**src/rtl/bitcnt_pkg.sv**
```systemverilog
package bitcnt_pkg;
  localparam int NUM_ST  = 3;
  localparam int ST_IDLE = 0;
  localparam int ST_SCAN = 1;
  localparam int ST_FIN  = 2;
  typedef logic [NUM_ST-1:0] state_t;
  localparam state_t RESET_STATE = state_t'(1) << ST_IDLE;
endpackage

```
**src/rtl/bitcnt_datapath.sv**
```systemverilog
module bitcnt_datapath #(
  parameter int DATA_W = 4,
  parameter int CNT_W  = 2
) (
  input  logic              clk,
  input  logic              rst_n,
  input  logic              load,
  input  logic              shift_en,
  input  logic              cnt_en,
  input  logic [DATA_W-1:0] data,
  output logic              lsb,
  output logic              empty,
  output logic [CNT_W-1:0]  count
);
  logic [DATA_W-1:0] sreg_q;
  logic [CNT_W-1:0]  cnt_q;

  always_ff @(posedge clk or negedge rst_n) begin
    if (!rst_n) begin
      sreg_q <= '0;
    end else if (load) begin
      sreg_q <= data;
    end else if (shift_en) begin
      sreg_q <= {1'b0, sreg_q[DATA_W-1:1]};
    end
  end

  always_ff @(posedge clk or negedge rst_n) begin
    if (!rst_n) begin
      cnt_q <= '0;
    end else if (load) begin
      cnt_q <= '0;
    end else if (cnt_en) begin
      cnt_q <= cnt_q + CNT_W'(1);
    end
  end

  assign lsb   = sreg_q[0];
  assign empty = ~|sreg_q;
  assign count = cnt_q;

  AST_LOAD_CLEARS: assert property (@(posedge clk) disable iff (!rst_n)
    load |=> (cnt_q == '0));
  AST_SHIFT_RIGHT: assert property (@(posedge clk) disable iff (!rst_n)
    (shift_en && !load) |=> (sreg_q == ($past(sreg_q) >> 1)));
  AST_COUNT_STEP: assert property (@(posedge clk) disable iff (!rst_n)
    (cnt_en && !load) |=> (cnt_q == $past(cnt_q) + CNT_W'(1)));
  AST_COUNT_HOLD: assert property (@(posedge clk) disable iff (!rst_n)
    (!cnt_en && !load) |=> $stable(cnt_q));
endmodule

```
**src/rtl/bitcnt_control.sv**
```systemverilog
module bitcnt_control
  import bitcnt_pkg::*;
(
  input  logic clk,
  input  logic rst_n,
  input  logic start,
  input  logic lsb,
  input  logic empty,
  output logic load,
  output logic shift_en,
  output logic cnt_en,
  output logic done
);
  state_t state_q, state_d;

  always_comb begin
    state_d          = '0;
    state_d[ST_IDLE] = (state_q[ST_IDLE] & ~start) | (state_q[ST_FIN] & ~start);
    state_d[ST_SCAN] = (state_q[ST_IDLE] &  start) | (state_q[ST_SCAN] & ~empty);
    state_d[ST_FIN]  = (state_q[ST_SCAN] &  empty) | (state_q[ST_FIN] & start);
  end

  always_ff @(posedge clk or negedge rst_n) begin
    if (!rst_n) state_q <= RESET_STATE;
    else        state_q <= state_d;
  end

  assign load     = state_q[ST_IDLE];
  assign shift_en = state_q[ST_SCAN];
  assign cnt_en   = state_q[ST_SCAN] & lsb;
  assign done     = state_q[ST_FIN];

  AST_ONE_HOT: assert property (@(posedge clk) disable iff (!rst_n)
    $countones(state_q) == 1);
  AST_START_SCAN: assert property (@(posedge clk) disable iff (!rst_n)
    (state_q[ST_IDLE] && start) |=> state_q[ST_SCAN]);
  AST_IDLE_WAIT: assert property (@(posedge clk) disable iff (!rst_n)
    (state_q[ST_IDLE] && !start) |=> state_q[ST_IDLE]);
  AST_SCAN_END: assert property (@(posedge clk) disable iff (!rst_n)
    (state_q[ST_SCAN] && empty) |=> done);
  AST_DONE_HOLD: assert property (@(posedge clk) disable iff (!rst_n)
    (done && start) |=> done);
  AST_DONE_DROP: assert property (@(posedge clk) disable iff (!rst_n)
    (done && !start) |=> !done);
endmodule

```
**src/rtl/bitcnt_top.sv**
```systemverilog
module bitcnt_top #(
  parameter int DATA_W = 4,
  parameter int CNT_W  = 2
) (
  input  logic              clk,
  input  logic              rst_n,
  input  logic              start,
  input  logic [DATA_W-1:0] data,
  output logic              done,
  output logic [CNT_W-1:0]  count
);
  logic load, shift_en, cnt_en, lsb, empty;

  bitcnt_control u_ctrl (
    .clk(clk), .rst_n(rst_n), .start(start), .lsb(lsb), .empty(empty),
    .load(load), .shift_en(shift_en), .cnt_en(cnt_en), .done(done)
  );

  bitcnt_datapath #(.DATA_W(DATA_W), .CNT_W(CNT_W)) u_dp (
    .clk(clk), .rst_n(rst_n), .load(load), .shift_en(shift_en),
    .cnt_en(cnt_en), .data(data), .lsb(lsb), .empty(empty), .count(count)
  );

  AST_RESULT_HOLD: assert property (@(posedge clk) disable iff (!rst_n)
    (done && start) |=> $stable(count));
endmodule

```
**config.mk**
```make
export PLATFORM = sky130hd
export DESIGN_NAME = bitcnt_top
export DESIGN_NICKNAME = d
export VERILOG_FILES = /design/src/rtl/bitcnt_pkg.sv /design/src/rtl/bitcnt_datapath.sv /design/src/rtl/bitcnt_control.sv /design/src/rtl/bitcnt_top.sv
export SDC_FILE = /design/constraint.sdc
export NUM_CORES = 1
export LEC_CHECK = 0
export BUFFER_PORTS_ARGS = -buffer_cell sky130_fd_sc_hd__buf_2
export CELL_PAD_IN_SITES_DETAIL_PLACEMENT = 1
export CELL_PAD_IN_SITES_GLOBAL_PLACEMENT = 2
export CORE_MARGIN = 4
export CORE_UTILIZATION = 26
export CTS_CLUSTER_DIAMETER = 150
export DETAILED_ROUTE_END_ITERATION = 8
export GPL_TIMING_DRIVEN = 0
export PLACE_DENSITY = 0.69
export SLEW_MARGIN = 25
export SYNTH_ARGS = -nofsm -noshare
export SYNTH_HDL_FRONTEND = slang
export SYNTH_HIERARCHICAL = 1
export SYNTH_SLANG_ARGS = --single-unit
```
**constraint.sdc**
```tcl
create_clock -name clk -period 0.97 [get_ports clk]
set_input_delay 0 -clock clk [delete_from_list [all_inputs] [get_ports clk]]
set_output_delay 0 -clock clk [all_outputs]
set_load 0.01 [all_outputs]
```
# After elaboration in Yosys (flattened, before gate mapping)

Cells that the tools add are included.

Flip-flop bits (word level): 9
Word-level logic and storage cells: 23

Add/subtract/negate cells: 1
Bitwise operators: 11
Reductions and logical operators: 4
Multiplexer cells: 4

Operators with widths:

| kind                  | count |
|---|---|
| $mux W4               | 2 |
| $and A1 B1 Y1         | 7 |
| $mux W2               | 2 |
| $reduce_bool A2 Y1    | 2 |
| $reduce_or A4 Y1      | 1 |
| $or A1 B1 Y1          | 3 |
| $add A2 B1 Y2 const B | 1 |
| $logic_not A1 Y1      | 1 |
| $not A1 Y1            | 1 |

# Longest topological paths before layout

Word-level depth: 4
Gate-level depth with buffers: 3
Mapped depth without buffers: 3

# Modules after synthesis

The synthesis kept the hierarchy.

Modules (own cells, without submodules):

| module          | sequential area each (µm²) | instances | area each (µm²) | cells each |
|---|---|---|---|---|
| bitcnt_datapath | 150.1                      | 1         | 274.0           | 25 |
| bitcnt_control  | 76.3                       | 1         | 111.4           | 10 |

# Worst setup path before layout

Ideal clock, no wire load.

Path kind: register to register
From: register u_ctrl.state_q[1]
To: register u_dp.cnt_q[1], in the netlist u_dp/count[1]
Data required time: 0.893 ns
Cell stages (with the launch flop): 4
Arrival: 0.942 ns
Path slack: -0.050 ns
Period minus slack after synthesis: 1.020 ns
Cells stage by stage: dfrtp_1 > and2_1 > a21bo_2 > a21oi_1

Word-level cells in the longest chain between the ends: 2

Ends and longest elaborated chain:

| what                         | line                  | text |
|---|---|---|
| start, declared              | bitcnt_control.sv:14  | `state_t state_q, state_d;` |
| start signal, assigned       | bitcnt_control.sv:25  | `else state_q <= state_d;` |
| $and A1 B1 Y1                | bitcnt_control.sv:30  | `assign cnt_en = state_q[ST_SCAN] & lsb;` |
| named net cnt_en             | bitcnt_top.sv:12      | `logic load, shift_en, cnt_en, lsb, empty;` |
| $reduce_bool A2 Y1 (no line) | -                     |  |
| end signal, assigned         | bitcnt_datapath.sv:34 | `cnt_q <= cnt_q + CNT_W'(1);` |
| end, declared                | bitcnt_datapath.sv:16 | `logic [CNT_W-1:0] cnt_q;` |

The timed path passes the listed nets, and every way through them passes these cells.
A chain may end at the register's enable or synchronous reset.

# Final worst setup path

From: register u_dp.sreg_q[3]
To: register u_ctrl.state_q[2]

Word-level cells in the longest chain between the ends: 4

Ends and longest elaborated chain:

| what                        | line                  | text |
|---|---|---|
| start, declared             | bitcnt_datapath.sv:15 | `logic [DATA_W-1:0] sreg_q;` |
| start signal, assigned      | bitcnt_datapath.sv:22 | `sreg_q <= data;` |
| start signal, assigned      | bitcnt_datapath.sv:24 | `sreg_q <= {1'b0, sreg_q[DATA_W-1:1]};` |
| $reduce_or A4 Y1            | bitcnt_datapath.sv:39 | `assign empty = ~\|sreg_q;` |
| $logic_not A1 Y1            | bitcnt_datapath.sv:39 |  |
| named net empty             | bitcnt_top.sv:12      |  |
| $and A1 B1 Y1               | bitcnt_control.sv:20  | `state_d[ST_FIN] = (state_q[ST_SCAN] & empty) \| (state_q[ST_FIN] & start);` |
| $or A1 B1 Y1                | bitcnt_control.sv:20  |  |
| named net u_ctrl.state_d[2] | bitcnt_control.sv:14  |  |

The timed path passes the listed nets, and every way through them passes these cells.

==> results.sh <==
export IMPL_clock_sinks=9
export IMPL_r2r_start="u_dp/sreg_q[3]"
export IMPL_wl_um=967
export IMPL_layout_commonest_cell="buf_2"
export IMPL_crit_start="u_dp/sreg_q[3]"
export IMPL_setup_violations=1
export IMPL_dr_pass1_iters=3
export IMPL_grt_ovfl_total=0
export IMPL_whs_ns=0.118
export IMPL_min_path_type="in2async"
export IMPL_avgSynthCellArea_um2=11.0
export IMPL_tightest_slew_ns=0.243
export IMPL_vias_per_cell=4.56
export IMPL_ys_warn_count=6
export IMPL_yosysSeqAreaShare_pct=58.8
export IMPL_cts_tree="yes"
export IMPL_power_density_nw_per_um2=2860
export IMPL_critical_path_class="reg2reg"
export IMPL_drt_iter0_markers=3
export IMPL_vias=333
export IMPL_cts_max_level=1
export IMPL_port_buffer_count=9
export IMPL_ys_seq_elements=9
export IMPL_drive_above_1_share_pct=39.7
export IMPL_cts_made_buffers=3
export IMPL_antenna_cells=0
export IMPL_grt_max_degree=10
export IMPL_synth_top_cell_by_area="dfrtp_1"
export IMPL_p_int_mw=1.09
export IMPL_postRouteAntennaNets=0
export IMPL_io_pins=10
export IMPL_seqPwrFrac_pct=41.9
export IMPL_areaGrowthSynthToFinish_pct=52.6
export IMPL_ys_types=17
export IMPL_rsz0062_at_grt="true"
export IMPL_ir_worst_vdd_mv=0.900
export IMPL_grt_pass1_wl_mm=1.59
export IMPL_post_route_period_util_pct=100
export IMPL_crit_path_end_kind="register"
export IMPL_clockPowerShare_pct=17.2
export IMPL_violations="setup timing"
export IMPL_combPwrFrac_pct=40.8
export IMPL_synth_top_cell_area_share_pct=51.9
export IMPL_switching_share_pct=35.2
export IMPL_cp_start_kind="register"
export IMPL_synthCells=35
export IMPL_synthTopCellsByArea="dfrtp_1 (52%), mux2i_1 (7.8%), dfstp_2 (6.8%)"
export IMPL_final_cell_mix="buf_2 (9), dfrtp_1 (7), dlygate4sd3_1 (6)"
export IMPL_cap_violations=0
export IMPL_coreArea_um2=1350
export IMPL_status="finished, violations left"
export IMPL_die_area_um2=2160
export IMPL_root_buffer="clkbuf_4"
export IMPL_slew_headroom_pct=83.7
export IMPL_p_leak_nw=0.267
export IMPL_die_w_um=46.5
export IMPL_worstPathRequired_ns=1.16
export IMPL_synth_nets=42
export IMPL_p_switching_uw=592
export IMPL_wire_per_inst_um=13.2
export IMPL_place_congestion=0.710
export IMPL_fin_crit_ns=0.973
export IMPL_fin_util_pct=43.6
export IMPL_tns_ns=-0.00264
export IMPL_synth_cell_area_um2=385
export IMPL_grt_pass1_vias=348
export IMPL_clock_latency_ns=0.26
export IMPL_die_y_um=46.5
export IMPL_start_util_pct=28.5
export IMPL_slew_violations=0
export IMPL_finalNetCount=66
export IMPL_clk_path_buf_depth=2
export IMPL_skew_ns=0.00641
export IMPL_grtUsageTotal_pct=11.2
export IMPL_clkSlewWorstSetupHoldPaths_ns=0.07
export IMPL_setup_ws_ns=-0.00264
export IMPL_critPathMaxFanout=3
export IMPL_rows=13
export IMPL_antenna_found_initial=0
export IMPL_finalHoldViolations=0
export IMPL_arrival_ns=1.17
export IMPL_post_route_drc_count=0
export IMPL_fmaxAchievable_ghz=1.03
-- stage by stage --
stage	std cells	setup slack (ns)	area [µm²]	power, mW
floorplan	35	0.0110	389	1.02
global placement	59	-0.0686	453	1.14
finish	73	-0.00264	588	1.68
CTS	73	0.0112	582	1.68
detailed placement	59	-0.0974	453	1.19
global route	73	-0.0682	588	1.82
-- what timing repair did --
action / 4_1_cts / 5_1_grt
gates resized for setup: 2 / 3
hold buffers: 6 / 0
cloned: 1 / 0
buffers inserted: 3 / 0
setup endpoints to repair: 4 / 5
pin swaps: 0 / 2
hold endpoints to repair: 16 / 0
-- critical path: stages, from the launching register on --
cell and delay, ns:
dfrtp_1 0.43, nor4_4 0.32, a22o_1 0.16
-- state kept, by name, summed over array words and instances, names as in the netlist --
| name | flops |
|---|---|
| u_ctrl/state_q | 3 |
| u_dp/count | 2 |
| u_dp/sreg_q | 4 |
-- cell usage after synthesis, drive strengths merged --
cell,number
a21bo,1
a21oi,1
a22o,1
and2,1
buf,1
dfrtp,8
dfstp,1
inv,1
mux2i,3
nand2,5
nand2b,1
nand3b,1
nor2,3
nor4,1
o21ai,5
xnor2,1
-- routing by layer --
metal	vias to the layer above	GRT usage, %	routed length, µm
met3	0	4.69	59
met5	-	0	0
met1	160	12.5	416
met4	0	6.82	0
li1	165	-	-
met2	8	17.3	491
-- cells by family after synthesis --
logic type / Yosys count / share of synthesized area (%)
flip-flops: 9 / 58.8
buffers and inverters: 2 / 3.89
multiplexers: 3 / 7.79
XOR/XNOR: 1 / 2.27
AND/OR/NAND/NOR: 12 / 14.6
AO/OA/AOI/OAI: 8 / 12.7
-- power by group through the flow --
| stage | sequential [mW] | combinational (mW) | clock, mW |
|---|---|---|---|
| 2_1_floorplan | 0.697 | 0.319 | 0 |
| 3_3_place_gp | 0.697 | 0.443 | 0 |
| 3_5_place_dp | 0.721 | 0.474 | 0 |
| 4_1_cts | 0.706 | 0.669 | 0.302 |
| 5_1_grt | 0.730 | 0.763 | 0.331 |
| 6_report | 0.706 | 0.688 | 0.290 |
-- path summary, 6_finish.rpt --
check / cells past startpoint / endpoint / slack [ns]
worst max-delay path: 2 / u_ctrl/state_q[2] / -0.003
worst min-delay path: 2 / u_dp/count[0] / 0.12
worst max register to register: 2 / u_ctrl/state_q[2] / -0.003
worst min register to register: 2 / u_ctrl/state_q[1] / 0.53
max in group asynchronous: 2 / u_ctrl/state_q[0] / 0.60
min in group clk: 3 / u_ctrl/state_q[0] / 0.44
-- layout make-up --
type | instances | area [µm²]
timing repair buffer | 19 | 135
buffer | 1 | 11.3
inverter | 1 | 3.75
tap | 15 | 18.8
clock buffer | 4 | 26.3
multi-input combinational | 24 | 165
fill | 153 | 762
sequential | 9 | 228
Power figures use the tool's default switching activity.
